<file path="config.mk">
export PLATFORM = sky130hd
export DESIGN_NAME = sra_port
export DESIGN_NICKNAME = d
export VERILOG_FILES = /design/src/rtl/sra_pkg.sv /design/src/rtl/sra_sync.sv /design/src/rtl/sra_frame.sv /design/src/rtl/sra_regbank.sv /design/src/rtl/sra_port.sv
export SDC_FILE = /design/constraint.sdc
export NUM_CORES = 1
export LEC_CHECK = 0
export BUFFER_PORTS_ARGS = -buffer_cell sky130_fd_sc_hd__buf_2
export CAP_MARGIN = 25
export CORE_AREA = 2 2 112 169
export DETAILED_ROUTE_END_ITERATION = 8
export DIE_AREA = 0 0 114 171
export PLACE_DENSITY = 0.9
export SLEW_MARGIN = 40
export SYNTH_ARGS = -nofsm -noshare
export SYNTH_HDL_FRONTEND = slang
export SYNTH_HIERARCHICAL = 1
export SYNTH_SLANG_ARGS = --single-unit
</file>
<file path="constraint.sdc">
create_clock -name clk -period 3 [get_ports clk]
set_clock_uncertainty 0.2 [all_clocks]
set_input_delay 0.9 -clock clk [delete_from_list [all_inputs] [get_ports clk]]
set_output_delay 0.9 -clock clk [all_outputs]
set_load 0.005 [all_outputs]
</file>
<file path="src/rtl/sra_pkg.sv">
// Package: shared field layouts for the serial register access port.
// Assumes five alarm bits and five transmit control bits per channel.
package sra_pkg;
    localparam int STAT_W = 5;
    localparam int CTL1_W = 5;

    // Slot 0 layout, MSB first: lol, los, alos, dlos, dmo
    typedef struct packed {
        logic lol;
        logic los;
        logic alos;
        logic dlos;
        logic dmo;
    } stat_t;

    // Slot 1 layout, MSB first: off, ones, clkinv, lev, bin
    typedef struct packed {
        logic off;
        logic ones;
        logic clkinv;
        logic lev;
        logic bin;
    } ctl1_t;
endpackage

</file>
<file path="src/rtl/sra_sync.sv">
// Module: two-stage synchronizer for a bundle of asynchronous pins.
// Assumes the pins change slowly compared with clk; RST_VAL gives idle levels.
module sra_sync #(
    parameter int          W       = 3,
    parameter logic [W-1:0] RST_VAL = '0
) (
    input  logic         clk,
    input  logic         rst_n,
    input  logic [W-1:0] d,
    output logic [W-1:0] q
);
    logic [W-1:0] meta_q;

    // Two flops in series to settle metastability
    always_ff @(posedge clk) begin
        if (!rst_n) begin
            meta_q <= RST_VAL;
            q      <= RST_VAL;
        end else begin
            meta_q <= d;
            q      <= meta_q;
        end
    end
endmodule

</file>
<file path="src/rtl/sra_frame.sv">
// Module: serial frame engine. It counts rising edges of the synchronized serial
// clock, assembles flag, address and data LSB first, issues one write strobe at
// frame end and shifts read data out on falling edges.
// Assumes inputs come from sra_sync, so all of them carry the same delay.
module sra_frame #(
    parameter int AW = 6,
    parameter int DW = 8
) (
    input  logic          clk,
    input  logic          rst_n,
    input  logic          cs_act,
    input  logic          sclk_s,
    input  logic          sdi_s,
    input  logic [DW-1:0] rd_data,
    output logic [AW-1:0] acc_addr,
    output logic          wr_en,
    output logic [DW-1:0] wr_data,
    output logic          sdo,
    output logic          sdo_oe
);
    localparam int FL = 1 + AW + 1 + DW;
    localparam int CW = $clog2(FL + 1);
    localparam logic [CW-1:0] C_FL   = CW'(FL);
    localparam logic [CW-1:0] C_LAST = CW'(FL - 1);
    localparam logic [CW-1:0] C_AW   = CW'(AW);
    localparam logic [CW-1:0] C_GAP  = CW'(AW + 1);

    logic [CW-1:0] cnt_q;
    logic          rd_q;
    logic          sclk_q;
    logic          out_vld_q;
    logic [DW-1:0] din_q;
    logic [DW-1:0] dout_q;
    logic          rise;
    logic          fall;

    // Serial clock edge detection against the previous sample
    assign rise = sclk_s & ~sclk_q;
    assign fall = ~sclk_s & sclk_q;

    // Output enable follows the synchronized select
    assign sdo_oe = cs_act;

    // Frame assembly, write strobe and read shifter
    always_ff @(posedge clk) begin
        if (!rst_n) begin
            cnt_q     <= '0;
            rd_q      <= 1'b0;
            sclk_q    <= 1'b0;
            out_vld_q <= 1'b0;
            din_q     <= '0;
            dout_q    <= '0;
            acc_addr  <= '0;
            wr_en     <= 1'b0;
            wr_data   <= '0;
            sdo       <= 1'b0;
        end else begin
            wr_en  <= 1'b0;
            sclk_q <= sclk_s;
            if (!cs_act) begin
                cnt_q     <= '0;
                out_vld_q <= 1'b0;
                sdo       <= 1'b0;
            end else begin
                if (rise && cnt_q < C_FL) begin
                    cnt_q <= cnt_q + 1'b1;
                    if (cnt_q == '0) begin
                        rd_q <= sdi_s;
                    end else if (cnt_q <= C_AW) begin
                        acc_addr <= {sdi_s, acc_addr[AW-1:1]};
                    end else if (cnt_q > C_GAP) begin
                        din_q <= {sdi_s, din_q[DW-1:1]};
                    end
                    if (cnt_q == C_GAP && rd_q) begin
                        dout_q    <= rd_data;
                        out_vld_q <= 1'b1;
                    end
                    if (cnt_q == C_LAST && !rd_q) begin
                        wr_en   <= 1'b1;
                        wr_data <= {sdi_s, din_q[DW-1:1]};
                    end
                end
                if (fall && out_vld_q) begin
                    sdo    <= dout_q[0];
                    dout_q <= {1'b0, dout_q[DW-1:1]};
                end
            end
        end
    end
endmodule

</file>
<file path="src/rtl/sra_regbank.sv">
// Module: per-channel register file. Slot 0 is the live status view, slot 1 is the
// masked transmit control, slots 2 and up are full-width configuration registers.
// Assumes alarm inputs are synchronous to clk and NREG is a power of two >= 4.
module sra_regbank
    import sra_pkg::*;
#(
    parameter int NCH  = 3,
    parameter int NREG = 8,
    parameter int AW   = 6,
    parameter int DW   = 8
) (
    input  logic                       clk,
    input  logic                       rst_n,
    input  logic                       reg_rst_n,
    input  logic                       wr_en,
    input  logic [AW-1:0]              acc_addr,
    input  logic [DW-1:0]              wr_data,
    input  logic [NCH*STAT_W-1:0]      status,
    output logic [DW-1:0]              rd_data,
    output logic [NCH*CTL1_W-1:0]      ctl1_flat,
    output logic [NCH*(NREG-2)*DW-1:0] cfg_flat
);
    localparam int RB  = $clog2(NREG);
    localparam int CHB = AW - RB;
    localparam int NCF = NREG - 2;

    logic [RB-1:0]  slot;
    logic [CHB-1:0] chan;

    assign slot = acc_addr[RB-1:0];
    assign chan = acc_addr[AW-1:RB];

    for (genvar c = 0; c < NCH; c++) begin : g_ch
        logic          sel;
        logic [CTL1_W-1:0] ctl1_q;
        logic [DW-1:0] cfg_q [NCF];

        assign sel = wr_en && (chan == CHB'(c));
        assign ctl1_flat[c*CTL1_W +: CTL1_W] = ctl1_q;

        // Slot 1 storage: only the defined control bits are kept
        always_ff @(posedge clk) begin
            if (!rst_n || !reg_rst_n) begin
                ctl1_q <= '0;
            end else if (sel && slot == RB'(1)) begin
                ctl1_q <= wr_data[CTL1_W-1:0];
            end
        end

        for (genvar r = 0; r < NCF; r++) begin : g_cfg
            assign cfg_flat[(c*NCF + r)*DW +: DW] = cfg_q[r];

            // Slot r+2 storage: full-width configuration byte
            always_ff @(posedge clk) begin
                if (!rst_n || !reg_rst_n) begin
                    cfg_q[r] <= '0;
                end else if (sel && slot == RB'(r + 2)) begin
                    cfg_q[r] <= wr_data;
                end
            end
        end
    end

    // Read multiplexer: unmapped channels return zero
    always_comb begin
        rd_data = '0;
        for (int c = 0; c < NCH; c++) begin
            if (chan == CHB'(c)) begin
                if (slot == RB'(0)) begin
                    rd_data = {{(DW-STAT_W){1'b0}}, status[c*STAT_W +: STAT_W]};
                end else if (slot == RB'(1)) begin
                    rd_data = {{(DW-CTL1_W){1'b0}}, ctl1_flat[c*CTL1_W +: CTL1_W]};
                end else begin
                    for (int r = 0; r < NCF; r++) begin
                        if (slot == RB'(r + 2)) begin
                            rd_data = cfg_flat[(c*NCF + r)*DW +: DW];
                        end
                    end
                end
            end
        end
    end
endmodule

</file>
<file path="src/rtl/sra_port.sv">
// Module: top of the serial register access port. It synchronizes the serial pins,
// runs the frame engine and maps the register file onto named control outputs.
// Assumes the serial clock half-period is at least five system clock cycles.
module sra_port
    import sra_pkg::*;
#(
    parameter int NCH  = 3,
    parameter int NREG = 8,
    parameter int AW   = 6,
    parameter int DW   = 8
) (
    input  logic                       clk,
    input  logic                       rst_n,
    input  logic                       reg_rst_n,
    input  logic                       spi_cs_n,
    input  logic                       spi_sclk,
    input  logic                       spi_sdi,
    output logic                       spi_sdo,
    output logic                       spi_sdo_oe,
    input  logic [NCH-1:0]             alm_lol,
    input  logic [NCH-1:0]             alm_los,
    input  logic [NCH-1:0]             alm_alos,
    input  logic [NCH-1:0]             alm_dlos,
    input  logic [NCH-1:0]             alm_dmo,
    output logic [NCH-1:0]             tx_off,
    output logic [NCH-1:0]             tx_ones,
    output logic [NCH-1:0]             tx_clkinv,
    output logic [NCH-1:0]             tx_lev,
    output logic [NCH-1:0]             tx_bin,
    output logic [NCH*(NREG-2)*DW-1:0] cfg_regs
);
    logic [2:0]               pins_s;
    logic                     cs_act;
    logic [AW-1:0]            acc_addr;
    logic                     wr_en;
    logic [DW-1:0]            wr_data;
    logic [DW-1:0]            rd_data;
    logic [NCH*STAT_W-1:0]    status;
    logic [NCH*CTL1_W-1:0]    ctl1_flat;

    // Pin order in the bundle: {cs_n, sclk, sdi}; idle levels cs_n=1, sclk=0
    sra_sync #(.W(3), .RST_VAL(3'b100)) u_sync (
        .clk   (clk),
        .rst_n (rst_n),
        .d     ({spi_cs_n, spi_sclk, spi_sdi}),
        .q     (pins_s)
    );

    assign cs_act = ~pins_s[2];

    sra_frame #(.AW(AW), .DW(DW)) u_frame (
        .clk      (clk),
        .rst_n    (rst_n),
        .cs_act   (cs_act),
        .sclk_s   (pins_s[1]),
        .sdi_s    (pins_s[0]),
        .rd_data  (rd_data),
        .acc_addr (acc_addr),
        .wr_en    (wr_en),
        .wr_data  (wr_data),
        .sdo      (spi_sdo),
        .sdo_oe   (spi_sdo_oe)
    );

    for (genvar c = 0; c < NCH; c++) begin : g_map
        stat_t st;
        ctl1_t ct;
        assign st = '{lol: alm_lol[c], los: alm_los[c], alos: alm_alos[c],
                      dlos: alm_dlos[c], dmo: alm_dmo[c]};
        assign status[c*STAT_W +: STAT_W] = st;
        assign ct = ctl1_flat[c*CTL1_W +: CTL1_W];
        assign tx_off[c]    = ct.off;
        assign tx_ones[c]   = ct.ones;
        assign tx_clkinv[c] = ct.clkinv;
        assign tx_lev[c]    = ct.lev;
        assign tx_bin[c]    = ct.bin;
    end

    sra_regbank #(.NCH(NCH), .NREG(NREG), .AW(AW), .DW(DW)) u_bank (
        .clk       (clk),
        .rst_n     (rst_n),
        .reg_rst_n (reg_rst_n),
        .wr_en     (wr_en),
        .acc_addr  (acc_addr),
        .wr_data   (wr_data),
        .status    (status),
        .rd_data   (rd_data),
        .ctl1_flat (ctl1_flat),
        .cfg_flat  (cfg_regs)
    );
endmodule

</file>
==> results.md <==
* Outcome: finished, final reports clean
* Async SR Flop Fraction at 0%
* Global Route Usage Sum at 30.5%
* Clock root buffer master: clkbuf_16
* Syn_area_per_cell at 11.4 µm²
* Resized cells post-CTS at 0
* Flop pwr share at 54.9%
* CTS clk-pin slew, worst paths at 60 ps
* Synth area leaders: edfxtp_1 44%, dfxtp_1 12%, and2_1 9.5%
* Clock share of power at 40.2%
* # DRC at 0
* First-pass GRT wire length at 44.7 mm
* Critical path class: flop to flop
* Worst-path cell chain: buf_4 -> mux2_1 -> a22o_1 -> a21oi_1 -> nor2_1 -> or4_1 -> mux2i_1 -> a211oi_1
* Worst path max stage delay at 630 ps
* Die ar. at 0.0195 mm²
* Starting Density at 53.8%
* Slowest-stage cell, CP: dfxtp_4
* Filler cell count at 1446
* H-Tree Depth at 1
* Vias at 7890
* WL/cell at 23.9 µm
* Port-buffer cells at 181
* DP Area at 0.0110 mm²
* TritonCTS Buffers at 20
* Nets at 1063
* Detail Route Antenna Nets at 0
* Buf/Inv on CP at 1
* Slew @ Worst Pin at 842 ps
* Critical path data required time at 3150 ps
* Cell Area, Synth at 0.00978 mm²
* Top Family by Delay on Critical Path: flip-flops
* Yosys top cell area share at 44.2%
* RD Place Congestion at 1.04
* Final hold vios at 0
* CP arrival at 2930 ps
* Worst-path maximum fanout at 29
* Switching power at 1.29 mW
* Met3 wire length at 2.34 mm
* Final core occ at 63.7%
* Vias in the first global route at 7697
* Syn nets at 878
* Postcts setup bufs at 0
* Initial antenna violation count at 0
* RSZ-0062 raised after global routing: false
* Hold Buf Count CTS at 0
* Main synth FF type: edfxtp_1
* Setup crit start: u_frame/acc_addr[0]
* Most frequent cell after synthesis: and2_1
* Max VDD drop at 0.441 mV
* CORE AREA at 0.0182 mm²
* Drt pass-1 iters at 7
* Placement Setup Slack at 297 ps
* Row cnt at 61
* Tot Pwr at 5.81 mW
* Die H at 171 µm
* Post-synth EDFFs at 144
* Synth cell types at 63
* Internal at 4.52 mW
* Seq cells post-synth at 204
* Top Ports at 182
* Total Wirelength at 30.5 mm
* CP startpoint kind: flop
* Hold Crit Start: u_sync/meta_q[1]
* Syn Inst Count at 854
* Setup WS post-layout at 223 ps
* Max_slew headroom at 43.8%
* Area occupied by registers at 0.00554 mm²
* Slew Viols, Final at 0
* Area leader, netlist: edfxtp_1
* Die width at 114 µm
* CTS Buffer Depth at 3
* Max Cap Violations at 0
* Worst hold path class: flop to flop
* HPWL Detailed at 22.6 mm
* Setup TNS Final at 0 ps
* R2r startpoint: u_frame/acc_addr[0]
* Met2 WL post-DR at 15.5 mm
* Sequential fraction of the synthesis area at 56.5%
* Largest net degree at the start of global routing at 30
* Cell Pwr Density at 502 mW/mm²
* Area occupied by multi-input gates at 0.00392 mm²
* Comb pwr share at 4.9%
* Starting DRT DRC Count at 942
* Sink Count at 204
* Design Area, Final at 0.0116 mm²
* Fraction of layout cells with a size suffix above 1 at 27.6%
* Top routing layer in use: met4
* Yosys warns at 6
* Post-synth top cells: 149 x and2_1, 144 x edfxtp_1, 61 x mux2i_1
* CP endpoint kind: flop
* Grt ovf at 0
* Switch share at 22.2%
* Detail-routed via count per cell at 6.20
* Fmax at 360 MHz
* Leakage power at 4.77 nW
* Layout area overhead at 18.4%
* Ant. Diodes at 0
* WL met1 at 10.9 mm
* Final Cycle Share at 92.6%
* Worst skew pair latency at 500 ps
* CTS tree: built
* Finish-stage setup viols at 0
* Crit path time final at 2780 ps
[worst reg2reg max path: cells and delay by family, from the launching register on]
kind	cells	cell delay (ps)
flip-flops	1	630
multiplexers	2	510
buffers and inverters	1	330
AO/OA/AOI/OAI	3	450
AND/OR/NAND/NOR	2	510
[stage by stage]
step | hold WS (ps) | std cells
CTS | 235 | 1273
global placement | 214 | 1237
floorplan | 186 | 854
detailed placement | 220 | 1237
finish | 233 | 1273
global route | 244 | 1273
[logic make-up (layout without fill, tap and decap cells)]
family | Yosys count | after routing | synth area share (%)
xor gates and xnor gates | 2 | 2 | 0.179
buffers and inverters | 67 | 266 | 3.47
muxes | 86 | 86 | 10.2
adders and majority gates | 3 | 3 | 0.384
AOI/OAI and AO/OA | 156 | 156 | 10.0
DFF | 204 | 204 | 56.5
and+or+nand+nor | 336 | 336 | 19.3
[power by group through the flow]
stage	sequential (mW)	clock, mW	combinational, mW
floorplan	3.23	0	0.0945
global placement	3.25	0	0.271
detailed placement	3.25	0	0.280
CTS	3.19	2.35	0.282
global route	3.20	2.46	0.303
finish	3.19	2.34	0.283
[per-layer routing]
layer  track usage [%]  vias up
met4              16.6        0
met3              4.71      111
met5                 0        -
met1              36.3     3843
met2              52.8      465
li1                  -     3471
[path summary, 6_finish.rpt]
kind              cells after the start           endpoint  slack (ps)
setup reg to reg                      8  u_frame/dout_q[0]         220
setup / recovery                      8  u_frame/dout_q[0]         220
hold / removal                        1        u_sync/q[1]         230
hold reg to reg                       1        u_sync/q[1]         230
[area by class of cell]
cell class | count | area share [%]
well taps | 220 | 2.38
flip-flops and latches | 204 | 47.8
repair buffers | 217 | 10.4
multi-input cells | 583 | 33.8
clock buffers | 27 | 4.73
inverters | 13 | 0.422
clock inverters | 9 | 0.422
[sequential cells by signal, indices dropped and copies added (netlist names)]
name and count:
u_frame/wr_data 8, u_frame/rd_q 1, u_bank/g_ch.cfg_q 144, u_frame/acc_addr 6
u_frame/wr_en 1, u_frame/sdo 1, u_frame/out_vld_q 1, u_sync/meta_q 3
u_sync/q 3, u_frame/cnt_q 5, u_frame/sclk_q 1, u_frame/din_q 7
u_bank/g_ch.ctl1_q 15, u_frame/dout_q 8
[cells in the final DEF (no fill, tap or decap), types with 4 or more instances in the layout]
| cell | synthesis | routed |
|---|---|---|
| a211oi_1 | 17 | 17 |
| a21oi_1 | 29 | 29 |
| a221oi_1 | 5 | 5 |
| a222oi_1 | 4 | 4 |
| a22o_1 | 4 | 4 |
| and2_1 | 149 | 149 |
| buf_2 | 16 | 181 |
| buf_4 | 12 | 34 |
| clkbuf_1 | 23 | 6 |
| clkbuf_16 | 0 | 21 |
| clkinv_2 | 0 | 5 |
| dfxtp_1 | 60 | 52 |
| dfxtp_2 | 0 | 7 |
| edfxtp_1 | 144 | 144 |
| inv_1 | 12 | 12 |
| mux2_1 | 6 | 6 |
| mux2_2 | 10 | 10 |
| mux2i_1 | 61 | 61 |
| mux4_2 | 9 | 9 |
| nand2_1 | 50 | 50 |
| nand2b_1 | 11 | 11 |
| nand3_1 | 23 | 23 |
| nor2_1 | 58 | 58 |
| nor2b_1 | 7 | 7 |
| nor3_1 | 4 | 4 |
| o21ai_0 | 53 | 44 |
| o21ai_1 | 3 | 11 |
| o22ai_1 | 13 | 13 |
| or3_1 | 6 | 6 |
(Power assumes the default switching activity.)
